File: config.mk
export PLATFORM = sky130hd
export DESIGN_NAME = smm_strobe_sel
export DESIGN_NICKNAME = d
export VERILOG_FILES = /design/src/rtl/smmsel_pkg.sv /design/src/rtl/smmsel_region.sv /design/src/rtl/smmsel_ovr.sv /design/src/rtl/smmsel_decide.sv /design/src/rtl/smm_strobe_sel.sv
export SDC_FILE = /design/constraint.sdc
export NUM_CORES = 1
export LEC_CHECK = 0
export ABC_CLOCK_PERIOD_IN_PS = 12300
export BUFFER_PORTS_ARGS = -buffer_cell sky130_fd_sc_hd__clkbuf_2
export CAP_MARGIN = 5
export CORE_MARGIN = 3
export CORE_UTILIZATION = 55
export CTS_CLUSTER_DIAMETER = 50
export DETAILED_ROUTE_END_ITERATION = 8
export PLACE_DENSITY = 0.88
export SLEW_MARGIN = 40
export SYNTH_ARGS = -nofsm -noshare
export SYNTH_HDL_FRONTEND = slang
export SYNTH_SLANG_ARGS = --single-unit
File: constraint.sdc
create_clock -name clk -period 12.3 [get_ports clk]
set_input_delay 2.46 -clock clk [delete_from_list [all_inputs] [get_ports clk]]
set_output_delay 2.46 -clock clk [all_outputs]
set_load 0.02 [all_outputs]
File: src/rtl/smmsel_pkg.sv
// Shared types for the SMM address strobe selector.
package smmsel_pkg;

    // Bus cycle kinds as presented by the core's sequencer.
    typedef enum logic [1:0] {
        CK_FETCH = 2'b00,
        CK_READ  = 2'b01,
        CK_WRITE = 2'b10,
        CK_DATA  = 2'b11
    } cyc_kind_e;

    // Decision for one cycle: which strobe, and whether the fetch is forbidden.
    typedef struct packed {
        logic use_smm;
        logic bad_fetch;
    } pick_t;

endpackage

File: src/rtl/smmsel_region.sv
// Window hit test.
// Computes base <= addr && (addr - base) < size without forming base + size,
// so a window reaching the top of the address space never wraps around.
// Assumes: purely combinational, with all inputs stable during the start clock.
module smmsel_region #(
    parameter int AW = 32
) (
    input  logic [AW-1:0] addr,
    input  logic [AW-1:0] base,
    input  logic [AW-1:0] size,
    output logic          hit
);
    logic          at_or_above;
    logic [AW-1:0] offset;

    // Offset into the window, which is only meaningful when addr >= base.
    always_comb begin
        at_or_above = (addr >= base);
        offset      = addr - base;
        hit         = at_or_above && (offset < size);
    end
endmodule

File: src/rtl/smmsel_ovr.sv
// Override bit register.
// Holds the control bit that sends in-window data accesses to ordinary memory.
// Assumes: single-bit write port; the value is cleared by synchronous reset.
module smmsel_ovr (
    input  logic clk,
    input  logic rst_n,
    input  logic we,
    input  logic d,
    output logic q
);
    // Load the override bit on write enable; clear it in reset.
    always_ff @(posedge clk) begin
        if (!rst_n)  q <= 1'b0;
        else if (we) q <= d;
    end

    // a write takes effect at its own clock edge.
    assert_ovr_load_R9: assert property (@(posedge clk) disable iff (!rst_n)
        $past(rst_n) && $past(we) |-> q == $past(d));

    // the bit is clear when reset is released.
    assert_ovr_reset_R1: assert property (@(posedge clk) disable iff (!rst_n)
        $rose(rst_n) |-> !q);
endmodule

File: src/rtl/smmsel_decide.sv
// Strobe decision and output registers.
// Selects the management strobe for in-window accesses in management mode,
// except data accesses when the override is set. Fetches ignore the override,
// and a fetch attempted under the override is flagged.
// Assumes: start is a one-clock pulse; outputs are registered one clock later.
module smmsel_decide (
    input  logic                  clk,
    input  logic                  rst_n,
    input  logic                  start,
    input  logic                  in_smm,
    input  smmsel_pkg::cyc_kind_e kind,
    input  logic                  hit,
    input  logic                  ovr,
    output logic                  norm_n,
    output logic                  smm_n,
    output logic                  err
);
    import smmsel_pkg::*;

    pick_t pick;
    logic  is_fetch;

    // Form the per-cycle decision from mode, window hit, kind and override.
    always_comb begin
        is_fetch       = (kind == CK_FETCH);
        pick.use_smm   = in_smm && hit && (is_fetch || !ovr);
        pick.bad_fetch = in_smm && hit && is_fetch && ovr;
    end

    // Register the decision into a one-clock strobe; idle high otherwise.
    always_ff @(posedge clk) begin
        if (!rst_n) begin
            norm_n <= 1'b1;
            smm_n  <= 1'b1;
            err    <= 1'b0;
        end else if (start) begin
            norm_n <= pick.use_smm;
            smm_n  <= !pick.use_smm;
            err    <= pick.bad_fetch;
        end else begin
            norm_n <= 1'b1;
            smm_n  <= 1'b1;
            err    <= 1'b0;
        end
    end

    // the two strobes are never low together.
    assert_excl_R8: assert property (@(posedge clk) disable iff (!rst_n)
        $onehot0({~norm_n, ~smm_n}));

    // a start is followed by exactly one low strobe.
    assert_one_after_start_R8: assert property (@(posedge clk) disable iff (!rst_n)
        $past(rst_n) && $past(start) |-> $countones({~norm_n, ~smm_n}) == 1);

    // no start means idle outputs.
    assert_idle_R8: assert property (@(posedge clk) disable iff (!rst_n)
        $past(rst_n) && !$past(start) |-> norm_n && smm_n && !err);

    // outside management mode the ordinary strobe is used.
    assert_normal_outside_R2: assert property (@(posedge clk) disable iff (!rst_n)
        $past(rst_n) && $past(start) && !$past(in_smm) |-> !norm_n);

    // override sends in-window data accesses to the ordinary strobe.
    assert_ovr_data_R5: assert property (@(posedge clk) disable iff (!rst_n)
        $past(rst_n) && $past(start && in_smm && hit && ovr && (kind != CK_FETCH))
        |-> !norm_n);

    // the error flag only rides on a management strobe.
    assert_err_with_smm_R6: assert property (@(posedge clk) disable iff (!rst_n)
        err |-> !smm_n);
endmodule

File: src/rtl/smm_strobe_sel.sv
// SMM address strobe selector, top level.
// Per bus cycle, pulses either the ordinary or the management address strobe
// for one clock after the start pulse, and flags fetches forbidden by the override.
// Assumes: cycle inputs are valid in the clock where cyc_start is high.
module smm_strobe_sel #(
    parameter int AW = 32
) (
    input  logic          clk,
    input  logic          rst_n,
    input  logic          cyc_start,
    input  logic [AW-1:0] cyc_addr,
    input  logic [1:0]    cyc_kind,
    input  logic          in_smm,
    input  logic [AW-1:0] rgn_base,
    input  logic [AW-1:0] rgn_size,
    input  logic          ovr_we,
    input  logic          ovr_d,
    output logic          norm_strobe_n,
    output logic          smm_strobe_n,
    output logic          fetch_err
);
    import smmsel_pkg::*;

    logic      hit;
    logic      ovr_q;
    cyc_kind_e kind;

    // Interpret the raw kind field as the package enum.
    always_comb kind = cyc_kind_e'(cyc_kind);

    smmsel_region #(.AW(AW)) u_region (
        .addr (cyc_addr),
        .base (rgn_base),
        .size (rgn_size),
        .hit  (hit)
    );

    smmsel_ovr u_ovr (
        .clk   (clk),
        .rst_n (rst_n),
        .we    (ovr_we),
        .d     (ovr_d),
        .q     (ovr_q)
    );

    smmsel_decide u_decide (
        .clk    (clk),
        .rst_n  (rst_n),
        .start  (cyc_start),
        .in_smm (in_smm),
        .kind   (kind),
        .hit    (hit),
        .ovr    (ovr_q),
        .norm_n (norm_strobe_n),
        .smm_n  (smm_strobe_n),
        .err    (fetch_err)
    );

    // outputs are idle on the first clock after reset.
    assert_reset_idle_R1: assert property (@(posedge clk) disable iff (!rst_n)
        $rose(rst_n) |-> norm_strobe_n && smm_strobe_n && !fetch_err);
endmodule

==> results of run 1 <==
[logic make-up after synthesis]
family / share of synthesized area [%]
buf+inv: 11.00
simple gates: 18.59
flops: 2.840
mux: 0.7099
xor+xnor: 7.453
fa+ha+maj: 28.66
compound gates: 30.75
[cell usage after synthesis (all sizes together) (4+ instances only)]
| cell type | number |
|---|---|
| nor2 | 17 |
| nor2b | 8 |
| a211oi | 4 |
| o21a | 7 |
| a31oi | 5 |
| o21ai | 19 |
| xor2 | 8 |
| nor3 | 5 |
| o211ai | 7 |
| buf | 5 |
| and4 | 4 |
| dfxtp | 4 |
| nand3 | 11 |
| nand4 | 13 |
| a21oi | 39 |
| xnor2 | 16 |
| ha | 63 |
| o21bai | 5 |
| nand2 | 27 |
| a21o | 25 |
| inv | 71 |
[worst min-delay path, cell delays in order, from the launching register on]
cell and delay, ps:
dfxtp_1 310, nand2_1 70, nor3_1 40
[report_power, final]
part / switching, mW / internal, mW
clock: 0.00682 / 0.0209
combinational: 0.0954 / 0.0805
sequential: 0.000220 / 0.0136
[sequential cells by signal, indices dropped and copies added (netlist names)]
register,flops
u_decide.smm_n,1
u_decide.norm_n,1
u_ovr.q,1
u_decide.err,1
[layer usage]
metal  global-route usage, %  wire (um)  vias up
met4                   7.295        186        0
met5                       0          0        -
li1                        -          -     1642
met2                   47.95       3860      150
met3                   2.900        471       21
met1                   30.68       3353     1452
[how the worst max path moves through the flow]
stage	end	cells after the start
finish	u_decide.smm_n	18
CTS	u_decide.smm_n	18
detailed placement	u_decide.smm_n	18
global placement	u_decide.smm_n	18
floorplan	u_decide.smm_n	17
global route	u_decide.smm_n	18
[area by class of cell]
type | count | area (um2) | share of cell area, %
clock buffers | 3 | 41.29 | 1.203
inverters | 71 | 266.5 | 7.765
multi-input cells | 319 | 2430 | 70.80
flip-flops and latches | 4 | 80.08 | 2.333
well taps | 67 | 83.83 | 2.443
repair buffers | 106 | 530.5 | 15.46
==> results by group, run 1 <==
Clocking
  – CTS tree: built
  – CTS resizes: 0
  – Hold_buf cts: 0
  – Cts bufs inserted: 3
  – Root buf cell: clkbuf_8
  – Post-CTS Setup Repair Bufs: 0
  – Clock sink count: 4
  – Clock Tree Buf Depth: 2
  – CTS H-tree depth: 1
  – Clock-pin slew on the worst setup and hold paths: 30 ps
  – Clock Latency Late Sink: 220 ps

Critical path
  – WP buf/inv: 2
  – Critical-path top delay cell: ha_1
  – Delay-heaviest family, CP: compound AO/OA/AOI/OAI gates
  – Setup slack, reg-to-reg: 11370 ps
  – CP startpoint: rgn_base[9]
  – RR Endpoint: u_decide.smm_n
  – Crit path cell chain: clkbuf_2 -> inv_1 -> ha_1 -> a21oi_1 -> o211ai_1 -> a32oi_1 -> nand4b_1 -> a21oi_1 -> o21ai_0 -> xor2_1 -> ha_1 -> a21o_1 -> a21o_1 -> a21oi_1 -> nor2_1 -> nor4bb_1 -> o311ai_2 -> or3_1
  – Startpoint Class: input pin
  – Reg-to-reg startpoint: u_ovr.q
  – Crit Path Class: input pin to flop
  – Worst path most repeated cell: a21oi_1
  – CP required: 12400 ps
  – Critical path capture point type: flop
  – Worst r2r path cells: 2
  – Worst-path fanout max: 9
  – Max incr delay on CP: 380 ps
  – Crit path arrival time: 6270 ps

STA
  – Max Fclk: 162.0 MHz
  – Setup TNS: 0 ps
  – Period Utilization, post-route: 50.18%
  – Setup Skew: 5.949 ps
  – Final Setup Violations: 0
  – Slack of the critical path: 6128 ps
  – Actual slew at the worst max-slew pin: 524.7 ps
  – RSZ-0062 raised after global routing: no
  – Pins over their slew limit: 0
  – Min cycle time layout: 6172 ps
  – Final hold slack: 472.6 ps
  – Final hold violations: 0
  – Worst slew margin: 64.79%

Place
  – Pre-CTS setup slack: 5917 ps
  – Placed Cells: 567
  – Placed Area: 0.003391 mm2
  – Gpl congestion: 0.9072
  – Port Buffers: 106
  – Detail Placement HPWL: 7006 um

Routing
  – DR vias: 3265
  – Drt total wl: 7872 um
  – WL/cell: 13.81 um
  – Antenna Violating Nets Remaining: 0
  – Detailed Routing Iterations Pass 1: 5
  – Vias per cell: 5.728
  – Initial DRC count: 186
  – DRC: 0

Floorplanning
  – Die area: 0.006023 mm2
  – Core area: 0.004848 mm2
  – # rows: 25
  – Io pins: 107
  – Starting Density: 58.17%
  – Die width: 77.61 um
  – Die height: 77.61 um

Min path
  – Hold_sp: u_ovr.q
  – Hold Path Stages: 2
  – Min-Delay Path Class: flop to flop
  – Hold Path Sink: u_decide.err

Pwr
  – Leak: 2.000 nW
  – Peak supply drop: 0.00003536 V
  – Total power: 217.4 uW
  – Cell Pwr Density: 63.35 mW/mm2

Final layout
  – Commonest non-fill, non-tap cells in the layout: clkbuf_2, inv_1, ha_1
  – Fin area: 0.003432 mm2
  – Layout cells sized above 1: 23.06%
  – Non-filler instance count after layout: 570
  – Most common library cell in the layout ignoring fill and taps: clkbuf_2
  – Final core utilization: 70.79%
  – Fin nets: 673
  – Filler cells: 407
  – Synthesis-to-finish area growth: 21.69%
  – ANT cells: 0

Yosys
  – Async SR Flop Fraction: 0%
  – Area contributors post-synth: ha_1, inv_1, a21oi_1, a21o_1, xnor2_1
  – Synth Warn #: 0
  – Synth top area share: 27.95%
  – Synthesized instance count: 402
  – EDFF count, synth: 0
  – Seq cells post-synth: 4
  – Seq/Total Area, Yosys: 2.839%
  – Avg Synthesized Cell Area: 7.015 um2
  – Leading area contributor after synthesis: ha_1
  – Dominant synthesized flop cell: dfxtp_1
  – Synth Cell Area: 0.002820 mm2
  – Netlist cell types: 55
  – Post-synth net total: 570

Run status
  – Status: complete, no violations

Job
  – Max Cap Viol: 0

Global route
  – GRT Overall Usage: 25.77%
  – Largest net degree at the start of global routing: 13
  – Vias in the first global route: 3248
  – Gr ovfl total: 0
  – First-pass GRT wire length: 13300 um
  – Antenna violations before repair: 0
Note: power is estimated with default switching activity, not from simulation.
==> inputs of run 2 (changes only) <==
--- a/config.mk
+++ b/config.mk
@@ -5,14 +5,14 @@
 export SDC_FILE = /design/constraint.sdc
 export NUM_CORES = 1
 export LEC_CHECK = 0
-export ABC_CLOCK_PERIOD_IN_PS = 12300
+export ABC_CLOCK_PERIOD_IN_PS = 6200
 export BUFFER_PORTS_ARGS = -buffer_cell sky130_fd_sc_hd__clkbuf_2
 export CAP_MARGIN = 5
 export CORE_MARGIN = 3
-export CORE_UTILIZATION = 55
+export CORE_UTILIZATION = 51
 export CTS_CLUSTER_DIAMETER = 50
 export DETAILED_ROUTE_END_ITERATION = 8
-export PLACE_DENSITY = 0.88
+export PLACE_DENSITY = 0.83
 export SLEW_MARGIN = 40
 export SYNTH_ARGS = -nofsm -noshare
 export SYNTH_HDL_FRONTEND = slang
==> constraint.sdc (replaced) <==
create_clock -name clk -period 6.2 [get_ports clk]
set_input_delay 1.24 -clock clk [delete_from_list [all_inputs] [get_ports clk]]
set_output_delay 1.24 -clock clk [all_outputs]
set_load 0.02 [all_outputs]
==> results by group, run 2 (same netlist as run 1, synthesis figures left out) <==
Final layout
  – Commonest non-fill, non-tap cells in the layout: clkbuf_2, inv_1, ha_1 (unchanged)
  – ANT cells: 0 (unchanged)
  – Synthesis-to-finish area growth: 21.83% (was 21.69%)
  – Most common library cell in the layout ignoring fill and taps: clkbuf_2 (unchanged)
  – Layout cells sized above 1: 23.06% (unchanged)
  – Non-filler instance count after layout: 573 (was 570)
  – Fin nets: 673 (unchanged)
  – Filler cells: 493 (was 407)

Pwr
  – NetSw: 199.5 uW (was 102.4 uW)
  – Comb pwr share: 80.6% (was 80.9%)
  – Cell Pwr Density: 124.5 mW/mm2 (was 63.35 mW/mm2)
  – Share of power burned in registers: 6.4% (about the same)
  – Clock power frac: 12.9% (was 12.7%)
  – Peak supply drop: 0.00005373 V (was 0.00003536 V)
  – Leak: 2.000 nW (unchanged)
  – Total power: 427.6 uW (was 217.4 uW)
  – Sw Share: 46.66% (was 47.11%)
  – Internal power: 228.1 uW (was 115.0 uW)

STA
  – Final hold slack: 452.4 ps (was 472.6 ps)
  – Min cycle time layout: 4992 ps
  – Setup TNS: 0 ps (unchanged)
  – Pins over their slew limit: 0 (unchanged)
  – Final hold violations: 0 (unchanged)
  – Actual slew at the worst max-slew pin: 573.2 ps (was 524.7 ps)
  – Max Fclk: 200.3 MHz
  – RSZ-0062 raised after global routing: no (unchanged)
  – Final Setup Violations: 0 (unchanged)
  – Setup Skew: 0.7505 ps (was 5.949 ps)
  – Period Utilization, post-route: 80.52%
  – Worst slew margin: 60.80% (was 64.79%)

Routing
  – Initial DRC count: 159 (was 186)
  – Detailed Routing Iterations Pass 1: 4 (was 5)
  – Antenna Violating Nets Remaining: 0 (unchanged)
  – Drt total wl: 7407 um (was 7872 um)
  – DRC: 0 (unchanged)
  – DR vias: 3174 (was 3265)
  – WL/cell: 12.93 um (was 13.81 um)
  – Vias per cell: 5.539 (was 5.728)

Job
  – Max Cap Viol: 0 (unchanged)

Critical path
  – Setup slack, reg-to-reg: 5270 ps (was 11370 ps)
  – RR Endpoint: u_decide.smm_n (unchanged)
  – Startpoint Class: input pin (unchanged)
  – Worst-path fanout max: 3 (was 9)
  – Worst r2r path cells: 2 (unchanged)
  – Crit path arrival time: 5090 ps (was 6270 ps)
  – CP startpoint: rgn_base[1] (was rgn_base[9])
  – Crit Path Class: input pin to flop (unchanged)
  – CP required: 6300 ps (was 12400 ps)
  – Critical path capture point type: flop (unchanged)
  – Reg-to-reg startpoint: u_ovr.q (unchanged)

Floorplanning
  – Core area: 0.005238 mm2 (was 0.004848 mm2)
  – Die area: 0.006458 mm2 (was 0.006023 mm2)
  – # rows: 26 (was 25)
  – Die width: 80.36 um (was 77.61 um)
  – Die height: 80.36 um (was 77.61 um)
  – Io pins: 107 (unchanged)
  – Starting Density: 53.85% (was 58.17%)

Global route
  – GRT Overall Usage: 23.14% (was 25.77%)
  – Largest net degree at the start of global routing: 13 (unchanged)
  – Vias in the first global route: 3020 (was 3248)
  – Antenna violations before repair: 0 (unchanged)
  – Gr ovfl total: 0 (unchanged)
  – First-pass GRT wire length: 12550 um (was 13300 um)

Min path
  – Hold Path Stages: 2 (unchanged)
  – Hold_sp: u_ovr.q (unchanged)
  – Hold Path Sink: u_decide.err (unchanged)
  – Min-Delay Path Class: flop to flop (unchanged)

Place
  – Port Buffers: 106 (unchanged)
  – Placed Cells: 570 (was 567)
  – Gpl congestion: 0.8867 (was 0.9072)
  – Detail Placement HPWL: 6580 um (was 7006 um)

Clocking
  – CTS resizes: 0 (unchanged)
  – Clock-pin slew on the worst setup and hold paths: 30 ps (about the same)
  – Clock Tree Buf Depth: 2 (unchanged)
  – Clock Latency Late Sink: 220 ps (about the same)
  – Clock sink count: 4 (unchanged)
  – Hold_buf cts: 0 (unchanged)
  – Cts bufs inserted: 3 (unchanged)
  – CTS tree: built (unchanged)
  – CTS H-tree depth: 1 (unchanged)
  – Post-CTS Setup Repair Bufs: 0 (unchanged)
  – Root buf cell: clkbuf_8 (unchanged)

Run status
  – Status: complete, no violations (unchanged)
## run 2: cell counts in the layout (fill, tap and decap cells not counted)
Identical to the previous run, type by type.
## run 2: layout make-up
cell class | instances | area, um2 | share of cell area (%)
inverter | 71 | 266.5 | 7.757
sequential | 4 | 80.08 | 2.331
timing repair buffer | 106 | 530.5 | 15.44
clock buffer | 3 | 41.29 | 1.202
multi-input combinational | 319 | 2430 | 70.72
tap | 70 | 87.58 | 2.549
## run 2: worst max-delay path: stages
cell and delay, ps:
clkbuf_2 100, inv_1 40, ha_1 270, nor2b_1 150
o211ai_1 260, a21oi_1 180, o21ai_1 200, a21boi_0 160
or4b_1 480, nand3_1 110, ha_1 250, a21oi_1 140
o21ai_1 110, a2111oi_0 560, a211o_1 220, a31o_2 150
o311ai_2 120, or3_1 360
## run 2: worst max path at each step
stage	endpoint	cells after the start
after floorplan	u_decide.smm_n	17
after global placement	u_decide.smm_n	18
after detailed placement	u_decide.smm_n	18
after CTS	u_decide.smm_n	18
after global routing	u_decide.smm_n	18
final	u_decide.smm_n	18
## run 2: power by group through the flow
stage / Combinational [mW] / Sequential [mW] / Clock, mW
2_1_floorplan: 0.250 / 0.0286 / 0
3_3_place_gp: 0.328 / 0.0278 / 0
3_5_place_dp: 0.340 / 0.0278 / 0
4_1_cts: 0.343 / 0.0274 / 0.0570
5_1_grt: 0.395 / 0.0275 / 0.0596
6_report: 0.345 / 0.0274 / 0.0553
## run 2: per-stage QoR
stage               instance area, um2  worst slack, ps  utilization, %
CTS                               3436             1214           65.60
global placement                  3395             1018           64.81
finish                            3436             1208           65.60
floorplan                         2820             1675               -
global route                      3436            845.4           65.60
detailed placement                3395            996.6           64.81
## run 2: per-layer routing
layer | GRT usage [%] | share of wire (%) | vias up
met3 | 2.018 | 6.6 | 2
met1 | 29.27 | 43 | 1415
li1 | - | - | 1643
met2 | 43.05 | 50 | 114
met5 | 0 | 0 | -
met4 | 3.041 | 0.19 | 0
==> inputs of run 3 (changes only) <==
--- a/config.mk
+++ b/config.mk
@@ -5,14 +5,15 @@
 export SDC_FILE = /design/constraint.sdc
 export NUM_CORES = 1
 export LEC_CHECK = 0
-export ABC_CLOCK_PERIOD_IN_PS = 6200
+export ABC_AREA = 1
+export ABC_CLOCK_PERIOD_IN_PS = 4500
 export BUFFER_PORTS_ARGS = -buffer_cell sky130_fd_sc_hd__clkbuf_2
 export CAP_MARGIN = 5
 export CORE_MARGIN = 3
-export CORE_UTILIZATION = 51
+export CORE_UTILIZATION = 48
 export CTS_CLUSTER_DIAMETER = 50
 export DETAILED_ROUTE_END_ITERATION = 8
-export PLACE_DENSITY = 0.83
+export PLACE_DENSITY = 0.8
 export SLEW_MARGIN = 40
 export SYNTH_ARGS = -nofsm -noshare
 export SYNTH_HDL_FRONTEND = slang
==> constraint.sdc (replaced) <==
create_clock -name clk -period 4.5 [get_ports clk]
set_input_delay 0.9 -clock clk [delete_from_list [all_inputs] [get_ports clk]]
set_output_delay 0.9 -clock clk [all_outputs]
set_load 0.02 [all_outputs]
==> results by group, run 3 <==
Run status
  – Status: complete, no violations (unchanged)

Pwr
  – Peak supply drop: 0.0002451 V (was 0.00005373 V)
  – Cell Pwr Density: 161.7 mW/mm2 (was 124.5 mW/mm2)
  – Total power: 614.2 uW (was 427.6 uW)
  – Leak: 2.430 nW (was 2.000 nW)

Routing
  – Vias per cell: 5.019 (was 5.539)
  – DRC: 0 (unchanged)
  – WL/cell: 11.98 um (was 12.93 um)
  – Initial DRC count: 178 (was 159)
  – Detailed Routing Iterations Pass 1: 5 (was 4)
  – DR vias: 3784 (was 3174)
  – Antenna Violating Nets Remaining: 0 (unchanged)
  – Drt total wl: 9031 um (was 7407 um)

Final layout
  – Most common library cell in the layout ignoring fill and taps: nand2_1 (was clkbuf_2)
  – Synthesis-to-finish area growth: 21.25% (was 21.83%)
  – Fin nets: 849 (was 673)
  – Layout cells sized above 1: 17.82% (was 23.06%)
  – Commonest non-fill, non-tap cells in the layout: nand2_1, inv_1, clkbuf_2 (was clkbuf_2, inv_1, ha_1)
  – Filler cells: 651 (was 493)
  – ANT cells: 0 (unchanged)

Critical path
  – WP buf/inv: 2 (unchanged)
  – Delay-heaviest family, CP: simple AND/OR/NAND/NOR gates (was compound AO/OA/AOI/OAI gates)
  – Max incr delay on CP: 410 ps (was 560 ps)
  – Worst-path fanout max: 4 (was 3)
  – CP required: 4600 ps (was 6300 ps)
  – Critical-path top delay cell: fa_1 (was a2111oi_0)
  – Crit path arrival time: 3690 ps (was 5090 ps)
  – Crit path cell chain: clkbuf_2 -> inv_1 -> ha_1 -> fa_1 -> nand3b_1 -> nand2_1 -> nand2_1 -> nand3_1 -> a21o_1 -> nand2_1 -> nand3_1 -> nand2_1 -> ha_1 -> nand2_1 -> nor2_1 -> nand4_1 -> a21oi_1 -> nor2_1 -> nand4_1 -> nand2_1 (was clkbuf_2 -> inv_1 -> ha_1 -> nor2b_1 -> o211ai_1 -> a21oi_1 -> o21ai_1 -> a21boi_0 -> or4b_1 -> nand3_1 -> ha_1 -> a21oi_1 -> o21ai_1 -> a2111oi_0 -> a211o_1 -> a31o_2 -> o311ai_2 -> or3_1)
  – Crit Path Class: input pin to flop (unchanged)
  – Worst path most repeated cell: nand2_1
  – Critical path capture point type: flop (unchanged)
  – Startpoint Class: input pin (unchanged)

Clocking
  – CTS resizes: 0 (unchanged)
  – Post-CTS Setup Repair Bufs: 0 (unchanged)
  – Root buf cell: clkbuf_8 (unchanged)
  – Clock-pin slew on the worst setup and hold paths: 30 ps (about the same)
  – Clock sink count: 4 (unchanged)
  – CTS tree: built (unchanged)
  – CTS H-tree depth: 1 (unchanged)
  – Clock Latency Late Sink: 220 ps (about the same)
  – Cts bufs inserted: 3 (unchanged)
  – Clock Tree Buf Depth: 2 (unchanged)
  – Hold_buf cts: 0 (unchanged)

Yosys
  – Synth top area share: 25.17% (was 27.95%)
  – Seq cells post-synth: 4 (unchanged)
  – Dominant synthesized flop cell: dfxtp_1 (unchanged)
  – Post-synth net total: 738 (was 570)
  – Synthesized instance count: 570 (was 402)
  – Async SR Flop Fraction: 0% (unchanged)
  – EDFF count, synth: 0 (unchanged)
  – Area contributors post-synth: ha_1, nand2_1, inv_1, a21oi_1, nor2_1 (was ha_1, inv_1, a21oi_1, a21o_1, xnor2_1)
  – Count leader, synth: nand2_1 (was inv_1)
  – Avg Synthesized Cell Area: 5.494 um2 (was 7.015 um2)
  – Synth Warn #: 0 (unchanged)
  – Leading area contributor after synthesis: ha_1 (unchanged)
  – Netlist cell types: 31 (was 55)
  – Post-synth top cells: nand2_1, inv_1, ha_1, nor2_1, a21oi_1 (was inv_1, ha_1, a21oi_1, nand2_1, a21o_1)
  – Seq/Total Area, Yosys: 2.557% (was 2.839%)
  – Synth Cell Area: 0.003132 mm2 (was 0.002820 mm2)

STA
  – RSZ-0062 raised after global routing: no (unchanged)
  – Actual slew at the worst max-slew pin: 448.3 ps (was 573.2 ps)
  – Final Setup Violations: 0 (unchanged)
  – Period Utilization, post-route: 79.73%
  – Pins over their slew limit: 0 (unchanged)
  – Max Fclk: 278.7 MHz
  – Setup Skew: 1.777 ps (was 0.7505 ps)
  – Setup TNS: 0 ps (unchanged)
  – Final hold violations: 0 (unchanged)
  – Worst slew margin: 69.97% (was 60.80%)
  – Min cycle time layout: 3588 ps

Global route
  – First-pass GRT wire length: 14990 um (was 12550 um)
  – Largest net degree at the start of global routing: 7 (was 13)
  – Gr ovfl total: 0 (unchanged)
  – GRT Overall Usage: 24.17% (was 23.14%)
  – Antenna violations before repair: 0 (unchanged)
  – Vias in the first global route: 3547 (was 3020)

Floorplanning
  – Die height: 86.78 um (was 80.36 um)
  – Starting Density: 51.08% (was 53.85%)
  – Die width: 86.78 um (was 80.36 um)
  – Core area: 0.006131 mm2 (was 0.005238 mm2)
  – Io pins: 107 (unchanged)
  – # rows: 28 (was 26)
  – Die area: 0.007530 mm2 (was 0.006458 mm2)

Place
  – Port Buffers: 106 (unchanged)
  – Detail Placement HPWL: 8241 um (was 6580 um)
  – Gpl congestion: 1.062 (was 0.8867)

Job
  – Max Cap Viol: 0 (unchanged)

Min path
  – Min-Delay Path Class: flop to flop (unchanged)
run 3: worst register-to-register path, delay by kind of cell (launching register included):
family,cells,cell delay (ps)
DFF,1,310
and+or+nand+nor,2,180
AOI/OAI and AO/OA,1,110
buffers and inverters,1,60
run 3: layout make-up:
cell class	instances	area (um2)	area share (%)
Tap cell	75	93.84	2.471
Sequential cell	4	80.08	2.109
Inverter	131	491.7	12.95
Multi-Input combinational cell	435	2560	67.41
Clock buffer	3	41.29	1.087
Timing Repair Buffer	106	530.5	13.97
run 3: where the power goes:
group          switching (mW)  leakage, nW  internal (mW)  total [mW]
Clock                  0.0185       0.0216         0.0570      0.0755
Sequential           0.000652       0.0328         0.0373      0.0380
Combinational           0.300         2.38          0.201       0.501
Total                   0.319         2.43          0.295       0.614
run 3: final timing paths:
| kind | from | end | slack, ps | cells past startpoint |
|---|---|---|---|---|
| worst min register to register | u_ovr.q | u_decide.err | 490 | 2 |
| worst max-delay path | cyc_addr[0] | u_decide.norm_n | 910 | 20 |
| worst min-delay path | u_ovr.q | u_decide.err | 490 | 2 |
| worst max register to register | u_ovr.q | u_decide.smm_n | 3710 | 4 |
run 3: logic make-up after synthesis:
kind of cell | count (synthesis) | share of synthesized area (%)
AND/OR/NAND/NOR | 263 | 35.12
buffers and inverters | 131 | 15.70
AO/OA/AOI/OAI | 88 | 15.22
adder cells (fa/ha/maj) | 64 | 25.81
XOR/XNOR | 20 | 5.593
flip-flops | 4 | 2.557
run 3: per-stage QoR:
step | setup slack (ps) | cells | hold WS, ps | utilization [%] | instance area, um2
2_1_floorplan | 1229 | 570 | 445.9 | - | 3132
3_3_place_gp | 837.4 | 751 | 472.7 | 61.27 | 3756
3_5_place_dp | 713.0 | 751 | 474.0 | 61.27 | 3756
4_1_cts | 925.8 | 754 | 483.0 | 61.94 | 3797
5_1_grt | 609.4 | 754 | 529.2 | 61.94 | 3797
6_report | 912.0 | 754 | 493.7 | 61.94 | 3797
run 3: layer usage:
layer  track usage [%]  wire length (um)  vias up
met5                 0                 0        -
met4             4.249               145        0
met3             2.757               741       14
met2             39.85              3846      147
met1             34.09              4297     1601
li1                  -                 -     2022
